===== src/rtl/nand_ecc_pkg.sv =====
package nand_ecc_pkg;
  localparam int ROW_W     = 12;  // index bits of the largest page
  localparam int MIN_ROW_W = 9;   // index bits of the smallest page

  typedef struct packed {
    logic none;
    logic corr;
    logic multi;
    logic ecc_fld;
  } ecc_stat_t;
endpackage


===== src/rtl/ecc_accum.sv =====
module ecc_accum
  import nand_ecc_pkg::*;
#(
  parameter int DATA_W = 8,
  localparam int COL_W = $clog2(DATA_W)
) (
  input  logic             clk_i,
  input  logic             rst_ni,
  input  logic             start_i,
  input  logic [1:0]       page_sel_i,
  input  logic             valid_i,
  input  logic [DATA_W-1:0] data_i,
  output logic [ROW_W-1:0] p_row_o,
  output logic [ROW_W-1:0] n_row_o,
  output logic [COL_W-1:0] p_col_o,
  output logic [COL_W-1:0] n_col_o,
  output logic [ROW_W-1:0] row_mask_o,
  output logic             lock_o
);
  logic [ROW_W-1:0] cnt_q, mask_q, mask_d, p_row_q, n_row_q;
  logic [COL_W-1:0] p_col_q, n_col_q, cp, cn;
  logic             lock_q, wpar, take;

  assign mask_d = ROW_W'((1 << (MIN_ROW_W + int'(page_sel_i))) - 1);
  assign wpar   = ^data_i;
  assign take   = valid_i && !lock_q && !start_i;

  // column pair contributions of one word
  for (genvar j = 0; j < COL_W; j++) begin : g_col
    always_comb begin
      cp[j] = 1'b0;
      cn[j] = 1'b0;
      for (int b = 0; b < DATA_W; b++) begin
        if (((b >> j) & 1) == 1) cp[j] = cp[j] ^ data_i[b];
        else                     cn[j] = cn[j] ^ data_i[b];
      end
    end
  end

  always_ff @(posedge clk_i or negedge rst_ni) begin
    if (!rst_ni) begin
      cnt_q   <= '0;
      mask_q  <= '0;
      lock_q  <= 1'b1;
      p_row_q <= '0;
      n_row_q <= '0;
      p_col_q <= '0;
      n_col_q <= '0;
    end else if (start_i) begin
      cnt_q   <= '0;
      mask_q  <= mask_d;
      lock_q  <= 1'b0;
      p_row_q <= '0;
      n_row_q <= '0;
      p_col_q <= '0;
      n_col_q <= '0;
    end else if (take) begin
      cnt_q   <= cnt_q + 1'b1;
      p_row_q <= p_row_q ^ ({ROW_W{wpar}} & cnt_q & mask_q);
      n_row_q <= n_row_q ^ ({ROW_W{wpar}} & ~cnt_q & mask_q);
      p_col_q <= p_col_q ^ cp;
      n_col_q <= n_col_q ^ cn;
      if (cnt_q == mask_q) lock_q <= 1'b1;
    end
  end

  assign p_row_o    = p_row_q;
  assign n_row_o    = n_row_q;
  assign p_col_o    = p_col_q;
  assign n_col_o    = n_col_q;
  assign row_mask_o = mask_q;
  assign lock_o     = lock_q;
endmodule


===== src/rtl/ecc_classify.sv =====
module ecc_classify
  import nand_ecc_pkg::*;
#(
  parameter int DATA_W = 8,
  localparam int COL_W  = $clog2(DATA_W),
  localparam int CODE_W = ROW_W + COL_W,
  localparam int CNT_W  = $clog2(2 * CODE_W + 1)
) (
  input  logic [CODE_W-1:0] calc_p_i,
  input  logic [CODE_W-1:0] calc_n_i,
  input  logic [CODE_W-1:0] stored_p_i,
  input  logic [CODE_W-1:0] stored_n_i,
  input  logic [ROW_W-1:0]  row_mask_i,
  output ecc_stat_t         stat_o,
  output logic [ROW_W-1:0]  word_o,
  output logic [COL_W-1:0]  bit_o
);
  logic [CODE_W-1:0] mask, syn_p, syn_n;
  logic [CNT_W-1:0]  ones;
  logic              zero, pairs_ok;

  assign mask  = {row_mask_i, {COL_W{1'b1}}};
  assign syn_p = (calc_p_i ^ stored_p_i) & mask;
  assign syn_n = (calc_n_i ^ stored_n_i) & mask;

  always_comb begin
    ones = '0;
    for (int i = 0; i < CODE_W; i++) begin
      ones = ones + CNT_W'(syn_p[i]) + CNT_W'(syn_n[i]);
    end
  end

  assign zero     = (ones == '0);
  assign pairs_ok = ((syn_p ^ syn_n) == mask);

  always_comb begin
    stat_o         = '0;
    stat_o.none    = zero;
    stat_o.ecc_fld = (ones == CNT_W'(1));
    stat_o.corr    = pairs_ok;
    stat_o.multi   = !zero && !pairs_ok && (ones != CNT_W'(1));
  end

  assign word_o = pairs_ok ? syn_p[CODE_W-1:COL_W] : '0;
  assign bit_o  = pairs_ok ? syn_p[COL_W-1:0]      : '0;
endmodule


===== src/rtl/nand_ecc_engine.sv =====
module nand_ecc_engine
  import nand_ecc_pkg::*;
#(
  parameter int DATA_W = 8,
  localparam int COL_W  = $clog2(DATA_W),
  localparam int CODE_W = ROW_W + COL_W
) (
  input  logic              clk_i,
  input  logic              rst_ni,
  input  logic              start_i,
  input  logic [1:0]        page_sel_i,
  input  logic              valid_i,
  input  logic [DATA_W-1:0] data_i,
  input  logic              chk_i,
  input  logic [CODE_W-1:0] stored_p_i,
  input  logic [CODE_W-1:0] stored_n_i,
  output logic [CODE_W-1:0] parity_o,
  output logic [CODE_W-1:0] nparity_o,
  output logic              lock_o,
  output logic              err_none_o,
  output logic              err_corr_o,
  output logic              err_multi_o,
  output logic              err_ecc_o,
  output logic [ROW_W-1:0]  err_word_o,
  output logic [COL_W-1:0]  err_bit_o
);
  logic [ROW_W-1:0] p_row, n_row, row_mask, word_d, word_q;
  logic [COL_W-1:0] p_col, n_col, bit_d, bit_q;
  ecc_stat_t        stat_d, stat_q;

  ecc_accum #(.DATA_W(DATA_W)) i_accum (
    .clk_i, .rst_ni, .start_i, .page_sel_i, .valid_i, .data_i,
    .p_row_o(p_row), .n_row_o(n_row), .p_col_o(p_col), .n_col_o(n_col),
    .row_mask_o(row_mask), .lock_o
  );

  assign parity_o  = {p_row, p_col};
  assign nparity_o = {n_row, n_col};

  ecc_classify #(.DATA_W(DATA_W)) i_classify (
    .calc_p_i(parity_o), .calc_n_i(nparity_o),
    .stored_p_i, .stored_n_i, .row_mask_i(row_mask),
    .stat_o(stat_d), .word_o(word_d), .bit_o(bit_d)
  );

  always_ff @(posedge clk_i or negedge rst_ni) begin
    if (!rst_ni) begin
      stat_q <= '0;
      word_q <= '0;
      bit_q  <= '0;
    end else if (start_i) begin
      stat_q <= '0;
      word_q <= '0;
      bit_q  <= '0;
    end else if (chk_i) begin
      stat_q <= stat_d;
      word_q <= word_d;
      bit_q  <= bit_d;
    end
  end

  assign err_none_o  = stat_q.none;
  assign err_corr_o  = stat_q.corr;
  assign err_multi_o = stat_q.multi;
  assign err_ecc_o   = stat_q.ecc_fld;
  assign err_word_o  = word_q;
  assign err_bit_o   = bit_q;
endmodule


===== config.mk =====
export PLATFORM = sky130hd
export DESIGN_NAME = nand_ecc_engine
export DESIGN_NICKNAME = d
export VERILOG_FILES = /design/src/rtl/nand_ecc_pkg.sv /design/src/rtl/ecc_accum.sv /design/src/rtl/ecc_classify.sv /design/src/rtl/nand_ecc_engine.sv
export SDC_FILE = /design/constraint.sdc
export NUM_CORES = 1
export LEC_CHECK = 0
export BUFFER_PORTS_ARGS = -buffer_cell sky130_fd_sc_hd__buf_2
export CAP_MARGIN = 20
export CORE_ASPECT_RATIO = 1.5
export CORE_MARGIN = 2
export CORE_UTILIZATION = 57
export CTS_BUF_LIST = sky130_fd_sc_hd__clkbuf_8
export DETAILED_ROUTE_END_ITERATION = 10
export PLACE_DENSITY = 0.87
export SYNTH_ARGS = -nofsm -noshare
export SYNTH_HDL_FRONTEND = slang
export SYNTH_SLANG_ARGS = --single-unit
export TNS_END_PERCENT = 30

===== constraint.sdc =====
create_clock -name clk_i -period 7.69 [get_ports clk_i]
set_clock_uncertainty 0.15 [all_clocks]
set_input_delay 1.538 -clock clk_i [delete_from_list [all_inputs] [get_ports clk_i]]
set_output_delay 1.538 -clock clk_i [all_outputs]
set_load 0.1 [all_outputs]

After elaboration in Yosys (flattened, before gate mapping)
Cells that the tools add are included.
{ "op_classes": {"shift": 1, "addsub": 32, "eq_ne": 4, "reduce_logical": 14, "mux": 21, "bitwise_logic": 31} }
{ "ops": {"columns": ["op", "n"], "rows": [
  ["$add 5x1->5", 28],
  ["$mux 12", 9],
  ["$and 12x12->12", 4],
  ["$xor 15x15->15", 3],
  ["$shl 1x32->12 const A", 1],
  ["$and 15x15->15", 2],
  ["$xor 12x12->12", 2],
  ["$mux 3", 7],
  ["$xor 1x1->1", 17],
  ["$eq 15x15->1", 1],
  ["$add 12x1->12 const B", 1],
  ["$eq 12x12->1", 1],
  ["$not 12->12", 1],
  ["$sub 12x2->12 const B", 1],
  ["$mux 4", 2],
  ["$reduce_xor 8->1", 1],
  ["$reduce_bool 2->1", 3],
  ["$xor 3x3->3", 2],
  ["$add 4x2->5 const A", 1],
  ["$eq 5x1->1 const B", 1],
  ["$logic_not 5->1", 1],
  ["$ne 5x1->1 const B", 1],
  ["$logic_and 1x1->1", 4],
  ["$logic_not 1->1", 4],
  ["other kinds (3)", 5]
]} }
{ "totals": {"input_bits": 45, "ff_bits": 74, "output_inout_bits": 50} }

Logic depth before layout (Yosys ltp)
{ "depth": {"ltp_word": 37, "mapped_depth": 22, "depth_no_buf": 20} }

Hierarchy
A second synthesis with hierarchy kept.
{ "unflattened": {"hier_cells": 494, "area_unflattened_um2": 4939.7} }
{ "modules_own_cells": {"columns": ["module", "cells_per_inst", "area_per_inst_um2", "seq_area_each_um2", "instances"], "rows": [
  ["ecc_accum", 272, 2617.5, 1202.4, 1],
  ["ecc_classify", 161, 1544.0, 0.0, 1],
  ["nand_ecc_engine", 61, 778.2, 475.5, 1]
]} }

Least setup slack after synthesis
No wires, ideal clock.
{ "synth_timing": {"path_kind": "input to register", "start": "in stored_n_i[0]", "end": "reg stat_q (netlist bit err_ecc_o)", "slack_ps": 539, "t_arrival_ps": 6923, "n_path_buf": 0, "stages": 20, "cell_sequence": "xor2_1 > ha_1 > fa_1 > inv_1 > fa_1 > fa_1 > inv_1 > fa_1 > inv_1 > fa_1 > fa_1 > inv_1 > fa_1 > fa_1 > a21o_1 > a21oi_1 > xnor2_1 > nor4_1 > nand3_1 > a21oi_1"} }
{ "synth_between": {"elab_chain_cells": 34} }
{ "synth_rtl": {"columns": ["item", "line_no", "rtl"], "rows": [
  ["start, declared", "nand_ecc_engine.sv:16", "input logic [CODE_W-1:0] stored_n_i,"],
  ["$xor 15x15->15", "ecc_classify.sv:24", "assign syn_n = (calc_n_i ^ stored_n_i) & mask;"],
  ["$and 15x15->15", "ecc_classify.sv:24", null],
  ["$add 1x1->2", "ecc_classify.sv:29", "ones = ones + CNT_W'(syn_p[i]) + CNT_W'(syn_n[i]);"],
  ["$add 5x1->5 (28 in series)", "ecc_classify.sv:29", null],
  ["$eq 5x1->1", "ecc_classify.sv:39", "stat_o.ecc_fld = (ones == CNT_W'(1));"],
  ["$mux 4", "nand_ecc_engine.sv:55", "end else if (chk_i) begin"],
  ["$mux 4", "nand_ecc_engine.sv:51", "end else if (start_i) begin"],
  ["end signal, assigned", "nand_ecc_engine.sv:56", "stat_q <= stat_d;"],
  ["end, declared", "nand_ecc_engine.sv:29", "ecc_stat_t stat_d, stat_q;"]
]} }
No other way between the ends. The select of a mux whose other input is x is not followed.
A chain may end at the register's enable or synchronous reset.

Final worst setup path
{ "layout_timing": {"start": "in stored_p_i[0]", "end": "reg stat_q (netlist bit err_none_o)"} }
{ "layout_between": {"elab_chain_cells": 34} }
{ "layout_rtl": {"columns": ["item", "line_no", "rtl"], "rows": [
  ["start, declared", "nand_ecc_engine.sv:15", "input logic [CODE_W-1:0] stored_p_i,"],
  ["$xor 15x15->15", "ecc_classify.sv:23", "assign syn_p = (calc_p_i ^ stored_p_i) & mask;"],
  ["$and 15x15->15", "ecc_classify.sv:23", null],
  ["$add 1x1->2", "ecc_classify.sv:29", null],
  ["$add 5x1->5 (28 in series)", "ecc_classify.sv:29", null],
  ["$logic_not 5->1", "ecc_classify.sv:33", "assign zero = (ones == '0);"],
  ["$mux 4", "nand_ecc_engine.sv:55", null],
  ["$mux 4", "nand_ecc_engine.sv:51", null]
]} }
No other way between the ends. The select of a mux whose other input is x is not followed.

==> out/metrics.csv <==
metric;value;unit
run status;complete, no violations;
GR Util All Layers;27.8;%
max-slew violation count;0;
initial core utilization;58.0;%
number of distinct library cells after synthesis;39;
Post-synth EDFFs;0;
post-synthesis mux area share;0.258;%
Synth area leader;dfrtp_1;
post-synthesis simple-gate area fraction;16.1;%
slew margin rel.;37.4;%
Post-Syn Area;4360;um^2
cell count after synthesis;429;
first-pass GRT wire length;17600;um
largest net degree at the start of global routing;68;
Logic pwr share;70.5;%
Sink Count;67;
Compound-Gate Fraction of Synth Area;8.06;%
Synth Register Bits;67;
Iter 0 DRT Violations;187;
syn avg cell area;10.2;um^2
share of the synthesized area in the top cell type;37.9;%
Worst-Margin Slew;940;ps
Synth area leaders;dfrtp_1 38%, xor2_1 14%, fa_1 10%;
FP Rows;39;
maximum clock path buffer count;2;
TNS Setup;0;ps
Synth Flop Type;dfrtp_1;
Die H;111;um
syn nets;505;
reg-to-reg slack, setup;1280;ps
switch share;47.4;%
XOR/XNOR Fraction of Synth Area;19.9;%
hpwl dp;8070;um
FF-to-FF Start;i_accum.p_col_o[0];
max cap viols;0;
Hold Path End;err_multi_o;
WP data required;7800;ps
hold slack;326;ps
Resized Gates After CTS;0;
crit path kind;in -> reg;
Tot Pwr;2.46;mW
final RePlAce weighted congestion;0.930;
Final Hold Fails;0;
drt drc;0;
commonest non-fill, non-tap cell in the layout;buf_2;
I/O Buffers;94;
Critical Path Sink Type;flip-flop;
top-level I/O count;95;
HP Start;err_multi_o;
Psw;1.17;mW
post-synthesis adder-cell area fraction;12.7;%
minimum clock period;7240;ps
Static Leakage;2.62;nW
CTS buffer count;9;
total wire length;10700;um
CTS hold repair buffers;0;
FF-to-FF End;err_none_o;
Die Wd;75.4;um
final core occ;68.4;%
die area;8380;um^2
Peak VDD IR;0.536;mV
antenna viol nets, final;0;
worst skew pair latency;360;ps
total gr overflow;0;
CP arrival;7360;ps
R2R depth;20;
Nets;593;
DR WL/cell;17.1;um
postcts setup bufs;0;
Initial DRT Pass Iterations;4;
Core ar.;7510;um^2
Ys Warns;0;
fraction of registers with async set/reset;100;%
Max Fclk;0.138;GHz
most frequent cells in the layout;94 x buf_2, 68 x xor2_1, 66 x dfrtp_1;
vias in the first global route;3620;
htree depth;3;
post-synthesis sequential area ratio;38.5;%
largest family of logic cells by synthesized area;XOR/XNOR gates;
via count;3479;
share of layout cells above drive strength 1;24.1;%
clock-pin slew on the worst setup and hold paths;70;ps
fraction of power consumed by the clock network;12.8;%
cell internal pwr;1.30;mW
CTS root buffer;clkbuf_8;
CTS tree;yes;
unrepaired setup endpoints after global routing;no;
Worst Path Max Fanout;3;
vias per cell;5.56;
PD cells;479;nW/um^2
initial antenna violation count;2;
part of the power in registers;16.7;%
area grow syn2layout;17.9;%
Min-Delay Path Depth;2;
crit start category;input port;
ratio of final minimum period to clock period;94.2;%
final setup vio count;0;
Worst Hold Class;reg -> reg;
logic make-up after synthesis:
group / Yosys count
and+or+nand+nor: 132
xor gates and xnor gates: 98
DFF: 67
AOI/OAI and AO/OA: 50
buffers and inverters: 50
adders and majority gates: 31
muxes: 1
final cells by class:
class                           instances  area (um^2)
Clock inverter                          7         85.1
Tap cell                              102          128
Antenna cell                            2         5.00
Inverter                               27          101
Timing Repair Buffer                  100          536
Clock buffer                            9          124
Fill cell                             571         2370
Sequential cell                        67         1680
Multi-Input combinational cell        312         2480
per-layer routing:
metal  track usage (%)  part of all wire [%]  up-vias
li1                  -                     -     1602
met2              47.1                    55      122
met4              13.0                   3.5        0
met5                 0                     0        -
met3              5.00                   4.8       33
met1              33.2                    37     1722
how the worst max path moves through the flow:
stage	startpoint	to	slack (ps)	cells after the start
3_3_place_gp	stored_n_i[0]	err_ecc_o	330	21
6_report	stored_p_i[0]	err_none_o	450	21
3_5_place_dp	stored_p_i[0]	err_none_o	50	21
4_1_cts	stored_p_i[0]	err_none_o	430	21
5_1_grt	stored_p_i[0]	err_ecc_o	100	21
2_1_floorplan	stored_n_i[0]	err_ecc_o	540	20
stage by stage:
| step | instances | instance area, um^2 | setup slack, ps |
|---|---|---|---|
| after floorplan | 429 | 4360 | 539 |
| after global placement | 607 | 4900 | 326 |
| after detailed placement | 607 | 4900 | 48.1 |
| after CTS | 623 | 5110 | 432 |
| after global routing | 626 | 5140 | 101 |
| final | 626 | 5140 | 447 |
power by group through the flow:
stage / logic [mW] / registers [mW] / clock network, mW
after floorplan: 1.24 / 0.565 / 0
after global placement: 1.61 / 0.415 / 0
after detailed placement: 1.73 / 0.416 / 0
after CTS: 1.75 / 0.409 / 0.316
after global routing: 1.97 / 0.413 / 0.336
final: 1.74 / 0.411 / 0.316
cell usage after synthesis, drive strengths merged, types with 10 or more instances:
cell type / count
a21oi: 15
and2: 12
clkbuf: 20
dfrtp: 66
fa: 22
inv: 27
nand2: 17
nand4: 18
nor2: 41
o21ai: 11
or3: 10
xnor2: 29
xor2: 69
flip-flops by register name (all words and copies together) (netlist names):
register            flops
i_accum.n_row_o        12
err_ecc_o               1
i_accum.cnt_q          12
err_word_o             12
i_accum.row_mask_o      5
err_multi_o             1
err_none_o              1
err_bit_o               3
i_accum.p_col_o         3
i_accum.n_col_o         3
i_accum.lock_o          1
i_accum.p_row_o        12
err_corr_o              1
critical path: stages:
cell      delay [ps]
buf_2            100
xor2_1           220
ha_1             310
fa_1             540
inv_1             50
fa_1             480
fa_1             510
inv_1             50
fa_1             490
inv_1             50
fa_1             450
fa_1             490
inv_1             50
fa_1             400
fa_1             410
a21o_1           200
a21oi_1          200
xnor2_1          100
nor4_1           420
nand3b_1         120
a21oi_1          170
(Power assumes the default switching activity.)
